[config.mk]
export PLATFORM = sky130hd
export DESIGN_NAME = bat_xlate
export DESIGN_NICKNAME = d
export VERILOG_FILES = /design/src/rtl/bat_xlate.sv
export SDC_FILE = /design/constraint.sdc
export NUM_CORES = 1
export LEC_CHECK = 0
export ABC_AREA = 1
export BUFFER_PORTS_ARGS = -buffer_cell sky130_fd_sc_hd__buf_2
export CAP_MARGIN = 20
export CORE_MARGIN = 2
export CORE_UTILIZATION = 55
export CTS_CLUSTER_SIZE = 28
export DETAILED_ROUTE_END_ITERATION = 8
export HOLD_SLACK_MARGIN = 0.02
export PLACE_DENSITY = 0.83
export REMOVE_ABC_BUFFERS = 1
export SYNTH_ARGS = -nofsm -noshare
export SYNTH_HDL_FRONTEND = slang
export SYNTH_SLANG_ARGS = --single-unit
[constraint.sdc]
create_clock -name clk -period 5.95 [get_ports clk]
set_clock_uncertainty 0.1 [all_clocks]
set_input_delay 0.2975 -clock clk [delete_from_list [all_inputs] [get_ports clk]]
set_output_delay 0.2975 -clock clk [all_outputs]
set_load 0.02 [all_outputs]
[src/rtl/bat_xlate.sv]
module bat_xlate #(
  parameter int N_ENT = 4,
  localparam int IW = (N_ENT > 1) ? $clog2(N_ENT) : 1
) (
  input  logic          clk,
  input  logic          rst_n,
  input  logic          wr_en,
  input  logic          wr_ibank,
  input  logic          wr_hi,
  input  logic [IW-1:0] wr_idx,
  input  logic [31:0]   wr_data,
  input  logic          req_valid,
  input  logic          req_fetch,
  input  logic          req_store,
  input  logic          req_user,
  input  logic [31:0]   req_ea,
  output logic          rsp_valid,
  output logic          rsp_hit,
  output logic          rsp_grant,
  output logic          rsp_violate,
  output logic          rsp_pass,
  output logic [2:0]    rsp_prot,
  output logic [31:0]   rsp_ra
);

  logic [31:0] ibu [N_ENT];
  logic [31:0] ibl [N_ENT];
  logic [31:0] dbu [N_ENT];
  logic [31:0] dbl [N_ENT];

  always_ff @(posedge clk) begin
    if (!rst_n) begin
      for (int i = 0; i < N_ENT; i++) begin
        ibu[i] <= '0;
        ibl[i] <= '0;
        dbu[i] <= '0;
        dbl[i] <= '0;
      end
    end else if (wr_en) begin
      case ({wr_ibank, wr_hi})
        2'b11:   ibu[wr_idx] <= wr_data;
        2'b10:   ibl[wr_idx] <= wr_data;
        2'b01:   dbu[wr_idx] <= wr_data;
        default: dbl[wr_idx] <= wr_data;
      endcase
    end
  end

  logic        found;
  logic [2:0]  prot;
  logic [31:0] ra;
  logic        right;

  always_comb begin
    logic [31:0] u, l;
    logic [10:0] len;
    logic        usable, match;
    found = 1'b0;
    prot  = 3'b000;
    ra    = req_ea;
    for (int i = 0; i < N_ENT; i++) begin
      u      = req_fetch ? ibu[i] : dbu[i];
      l      = req_fetch ? ibl[i] : dbl[i];
      len    = u[12:2];
      usable = req_user ? u[0] : u[1];
      match  = (req_ea[31:28] == u[31:28]) &&
               ((req_ea[27:17] & ~len) == u[27:17]);
      if (!found && usable && match) begin
        found = 1'b1;
        case (l[1:0])
          2'd0:    prot = 3'b000;
          2'd2:    prot = 3'b111;
          default: prot = 3'b101;
        endcase
        ra = {l[31:28], l[27:17] | (req_ea[27:17] & len), req_ea[16:0]};
      end
    end
  end

  assign right = req_fetch ? prot[2] : (req_store ? prot[1] : prot[0]);

  always_ff @(posedge clk) begin
    if (!rst_n) begin
      rsp_valid   <= 1'b0;
      rsp_hit     <= 1'b0;
      rsp_grant   <= 1'b0;
      rsp_violate <= 1'b0;
      rsp_pass    <= 1'b0;
      rsp_prot    <= '0;
      rsp_ra      <= '0;
    end else begin
      rsp_valid   <= req_valid;
      rsp_hit     <= req_valid && found;
      rsp_grant   <= req_valid && found && right;
      rsp_violate <= req_valid && found && !right;
      rsp_pass    <= req_valid && !(found && right);
      rsp_prot    <= prot;
      rsp_ra      <= ra;
    end
  end

endmodule

Word level (Yosys, flattened, before mapping)

Memories as Yosys holds them, arrays and structs flattened.
Index checks and enable logic that the tools add are counted.

Flip-flop bits (word level): 40
Bits in writable memories: 512
Bits of input ports: 75
Memories: 4

Memory list:

| name | words | width | read ports | clocked after memory_dff | wr ports | line | text |
|---|---|---|---|---|---|---|---|
| dbl  | 4     | 32    | 4          | 0                        | 4        | 29   | `logic [31:0] dbl [N_ENT];` |
| dbu  | 4     | 32    | 4          | 0                        | 4        | 28   | `logic [31:0] dbu [N_ENT];` |
| ibl  | 4     | 32    | 4          | 0                        | 4        | 27   | `logic [31:0] ibl [N_ENT];` |
| ibu  | 4     | 32    | 4          | 0                        | 4        | 26   | `logic [31:0] ibu [N_ENT];` |

Equal/unequal tests: 15
Mux-type cells: 59
Bitwise operators: 16
Reduce and logical (&&, ||, !) cells: 30

Operators with widths:

| kind                                                             | count |
|---|---|
| 32-bit 2-to-1 mux                                                | 16 |
| 32-bit OR reduction                                              | 4 |
| 11-bit AND                                                       | 8 |
| 11-bit == test                                                   | 4 |
| 11-bit NOT                                                       | 4 |
| 11-bit OR                                                        | 4 |
| 1-bit 2-to-1 mux                                                 | 31 |
| 3-bit one-hot mux with 2 select lines                            | 4 |
| 4-bit == test                                                    | 4 |
| 1-bit logical AND                                                | 16 |
| 2-bit == test (second input constant)                            | 6 |
| 3-bit 2-to-1 mux                                                 | 4 |
| 2-bit zero test                                                  | 4 |
| 2-bit 2-to-1 mux                                                 | 4 |
| 1-bit zero test                                                  | 5 |
| 3-bit OR reduction                                               | 1 |
| 2-bit by 1-bit == test with 1-bit output (second input constant) | 1 |

Logic depth before layout (Yosys ltp)

Word-level depth: 24
Depth in mapped cells: 21
Gate-level depth less buffers: 18

Worst setup path after synthesis

OpenSTA, ideal clock, no wires.

Path type: input -> register
Start: input wr_idx[0]
End: memory ibu[2][0], enable pin
Library setup time: 0.452 ns
Arrival: 1.906 ns
Setup slack: 3.493 ns
Cell stages on the path: 6
Buffers on the path: 3
Cells stage by stage: clkbuf_1 > inv_2 > nand4_1 > clkbuf_1 > clkbuf_1 > nand2_1

RTL lines:

| element            | line | text |
|---|---|---|
| start: declaration | 10   | `input logic [IW-1:0] wr_idx,` |
| end: declaration   | 26   |  |

Final worst setup path

Start: input req_fetch
End: register rsp_ra[21]

Word-level cells in the longest chain between the ends: 19
Elaborated cells on any way between the ends: 57

Ends and longest elaborated chain:

| element                        | line | text |
|---|---|---|
| start: declaration             | 13   | `input logic req_fetch,` |
| 32-bit 2-to-1 mux              | 62   | `u = req_fetch ? ibu[i] : dbu[i];` |
| 11-bit NOT                     | 67   | `((req_ea[27:17] & ~len) == u[27:17]);` |
| 11-bit AND                     | 67   |  |
| 11-bit == test                 | 67   |  |
| 1-bit logical AND              | 66   | `match = (req_ea[31:28] == u[31:28]) &&` |
| 1-bit logical AND              | 68   | `if (!found && usable && match) begin` |
| 1-bit 2-to-1 mux               | 68   |  |
| 1-bit zero test                | 68   |  |
| 1-bit logical AND (2 in a row) | 68   |  |
| 1-bit 2-to-1 mux               | 68   |  |
| 1-bit zero test                | 68   |  |
| 1-bit logical AND (2 in a row) | 68   |  |
| 1-bit 2-to-1 mux               | 68   |  |
| 1-bit zero test                | 68   |  |
| 1-bit logical AND (2 in a row) | 68   |  |
| 32-bit 2-to-1 mux *            | 68   |  |
| end signal: assignment         | 98   | `rsp_ra <= ra;` |
| end: declaration               | 23   | `output logic [31:0] rsp_ra` |

Mark *: on every way between the ends. The rest lies on a longest branch, timed or not.
A chain may end at the register's enable or synchronous reset.

==> run summary <==
The run finished with clean final reports. The number of hold violations in the final report is 0. The core area came out at 34,500 µm². The final max-slew violation count was 0. I/O pin count: 115. In the layout the commonest cells are nand2_1 (675), nor2_1 (440), edfxtp_1 (360).

The number of input and output port buffers inserted was 110. The most used flip-flop cell after synthesis is edfxtp_1. For this run, global-route usage on met1 was measured as 39.5%. Entering global routing, the biggest net connects 97 pins.

In this run the number of H-tree levels came out at 2. Routability congestion estimate from global placement: 0.926. Of the available clock period, the critical path in the final layout requires 69.1%.

The number of stages on the worst hold path came out at 3. Number of antenna violations at the first check in global routing: 1. After floorplanning, the core was divided into 68 placement rows. CTS saw 399 sinks. The logs give 85,600 µm for the wire length of the first global-routing pass and 0 ps for the total negative slack.

For the pin with the worst max-slew slack, the measured transition is 1120 ps. The layout overhead on the synthesized area was 12.0%; the post-CTS clock slew at the launch and capture registers of the worst setup and hold paths was 60 ps. In the routed design, unresolved DRC markers number 0. Cell type with the largest total area after synthesis: edfxtp_1. Of the post-synthesis cell area, the dominant cell type holds 56.3%. The share of synthesized area occupied by flip-flops and latches came out at 60.4%. The number of global-route vias before repair came out at 15.3k. Once the floorplan was initialized, standard cells occupied 55.7% of the core. Post-CTS repair changed the size of 0 cells. In this run, synthesis inferred 360 flip-flops with an integrated enable. For this run, the number of Yosys warnings is 0. After detailed routing, the average wire length per cell comes to 20.8 µm. Leaving out fill and tap cells, the most frequent cell in the layout is nand2_1. The detail route stage leaves a number of antenna-violating nets equal to 0.

After synthesis the netlist holds a flip-flop and latch count of 399. The logs give 36,400 µm² for the die footprint and 2,338 for the net count of the finished layout. After synthesis, the cell types taking the most area are edfxtp_1 (56%), nand2_1 (13%), nor2_1 (8.6%). Power spread over the standard cell area amounts to 305 nW/µm². Global routing used 6.85% of the available met3 tracks. The HPWL after detailed placement is 37,200 µm. The worst-case reg-to-reg path depth is 12. The die is 191 µm tall.

Setup repair after global routing left no endpoint under its margin. Buffers inserted during clock tree synthesis total 40. The worst setup path is of the in -> reg kind. The maximum buffer depth of the clock tree was 3; the via-per-instance ratio was 5.79.

Cells with a size suffix above 1 make up 9.94% of the layout. Counting every instance in the synthesized netlist gives 2,182. The endpoint class of the critical path was a register. For the worst setup path, the data required time is 6250 ps. For the global routing usage summed across all routing layers, the log shows 31.7%. Worst hold-check path type: in -> reg. For this design the static power due to leakage is 9.64 nW. At the later pin of the worst-skew pair, clock insertion delay measures 550 ps.

STA classifies the critical path startpoint as an input pin. The data arrival time of the worst path was 4410 ps. For this run the aggregate overflow at the end of global routing stands at 0.

Maximum vdd ir drop: 0.294 mV. After global routing, the most crowded layer is met2. The routed layout has 15.9k vias. Derived from the worst setup path, the maximum achievable clock frequency is 243 MHz. Of all nets on the critical path, the largest fanout is 96. The detailed-routing iteration count for the pre-antenna-repair pass is 6, and the worst-case hold slack is 60.8 ps.

Setup violations remaining at the end of the flow were counted as 0. In this run the cell area of the synthesized design comes to 19,200 µm². TritonCTS built the clock tree. The final layout contains routed wiring with a total length of 57,200 µm. The logs give 34 for the unique cell type count in the Yosys netlist and 25.4% for the worst max-slew margin expressed relative to the limit. In the global route stage, met2 resource usage came out at 50.1%. The die span in x works out to 191 µm. After the first detailed-routing iteration, the DRC count stood at 2,142.

A synthesized cell averages 8.80 µm². The cell sitting at the root of the clock tree is a clkbuf_16. The count of maximum capacitance violations was 0; the fraction of registers with async set/reset was 0%. The minimum clock period was 4110 ps.
[stage by stage]
stage | area [µm²] | utilization [%] | cells | setup slack [ps] | power [mW]
5_1_grt | 21500 | 62.4 | 2748 | 1590 | 6.73
2_1_floorplan | 18600 | - | 2064 | 1880 | 3.68
6_report | 21500 | 62.4 | 2749 | 1840 | 6.57
4_1_cts | 21500 | 62.4 | 2748 | 2030 | 6.53
3_3_place_gp | 19900 | 57.9 | 2657 | 1650 | 3.93
3_5_place_dp | 19900 | 57.9 | 2657 | 1510 | 3.96
[layout make-up]
cell class	instances	area [µm²]
fillers	2709	13000
inverters	187	704
well taps	455	569
diodes	1	2.50
multi-input cells	1478	6310
clock buffers	53	1130
flip-flops and latches	399	11600
clock inverters	19	229
repair buffers	157	957
[critical path, cell delays in order]
cell,delay [ps]
buf_6,400
buf_4,950
nand2_1,100
o21ai_0,280
nand3_1,190
nand2_1,110
nor2_1,50
nand2_1,60
nor2_2,40
nand2_2,340
nand3_2,600
inv_2,490
nand4_1,200
o21ai_1,130
a21oi_1,110
[path summary, 6_finish.rpt]
path	slack [ps]	endpoint	startpoint
max	1840	rsp_ra[21]$_SDFF_PN0_	req_fetch
min	60	ibu[3][2]$_DFFE_PP_	wr_data[2]
max reg2reg	2370	rsp_ra[21]$_SDFF_PN0_	dbu[2][10]$_SDFFCE_PN0P_
min reg2reg	540	rsp_ra[30]$_SDFF_PN0_	ibl[3][30]$_DFFE_PP_
[registers in the layout, indices dropped and copies added, names as in the netlist]
register and cells:
rsp_violate 1, rsp_pass 1, rsp_grant 1, dbl 68, rsp_hit 1, rsp_ra 32, dbu 112, rsp_valid 1
ibl 68, ibu 112, rsp_prot 2
[Yosys cell counts (13+ instances only)]
| master | number |
|---|---|
| nand2_1 | 675 |
| nor2_1 | 441 |
| edfxtp_1 | 360 |
| inv_1 | 183 |
| nand3_1 | 112 |
| clkbuf_1 | 71 |
| o21ai_0 | 50 |
| dfxtp_1 | 39 |
| a21oi_1 | 38 |
| nand4_1 | 25 |
| o211ai_1 | 25 |
| buf_2 | 21 |
| o21ai_1 | 20 |
| mux2i_1 | 18 |
| buf_6 | 14 |
| nor3_1 | 13 |
[kinds of logic (layout without fill, tap and decap cells)]
logic type	Yosys count	count (layout)	share of synthesized area [%]
compound gates	138	138	4.01
xor+xnor	8	8	0.365
buf+inv	305	416	6.76
flops	399	399	60.4
mux	18	18	0.938
other cells	0	1	0
simple gates	1314	1314	27.6
[what timing repair did]
item / in CTS / in global routing
hold buffers: 19 / 0
buffers inserted: 0 / 0
setup endpoints to repair: 0 / 0
hold endpoints to repair: 20 / 0
[report_power, final]
group | internal (mW) | total, mW | leakage, nW | switching (mW)
Sequential | 3.21 | 3.26 | 3.76 | 0.0491
Combinational | 0.177 | 0.666 | 5.21 | 0.489
Clock | 1.56 | 2.64 | 0.668 | 1.08
[per-layer routing]
metal  wire length, µm  vias up  part of all wire, %
met5                 0        -                    0
met2             26300     1115                   46
met1             20200     7379                   35
met4              3880        0                  6.8
li1                  -     7196                    -
met3              6810      228                   12
(Power assumes the default switching activity.)
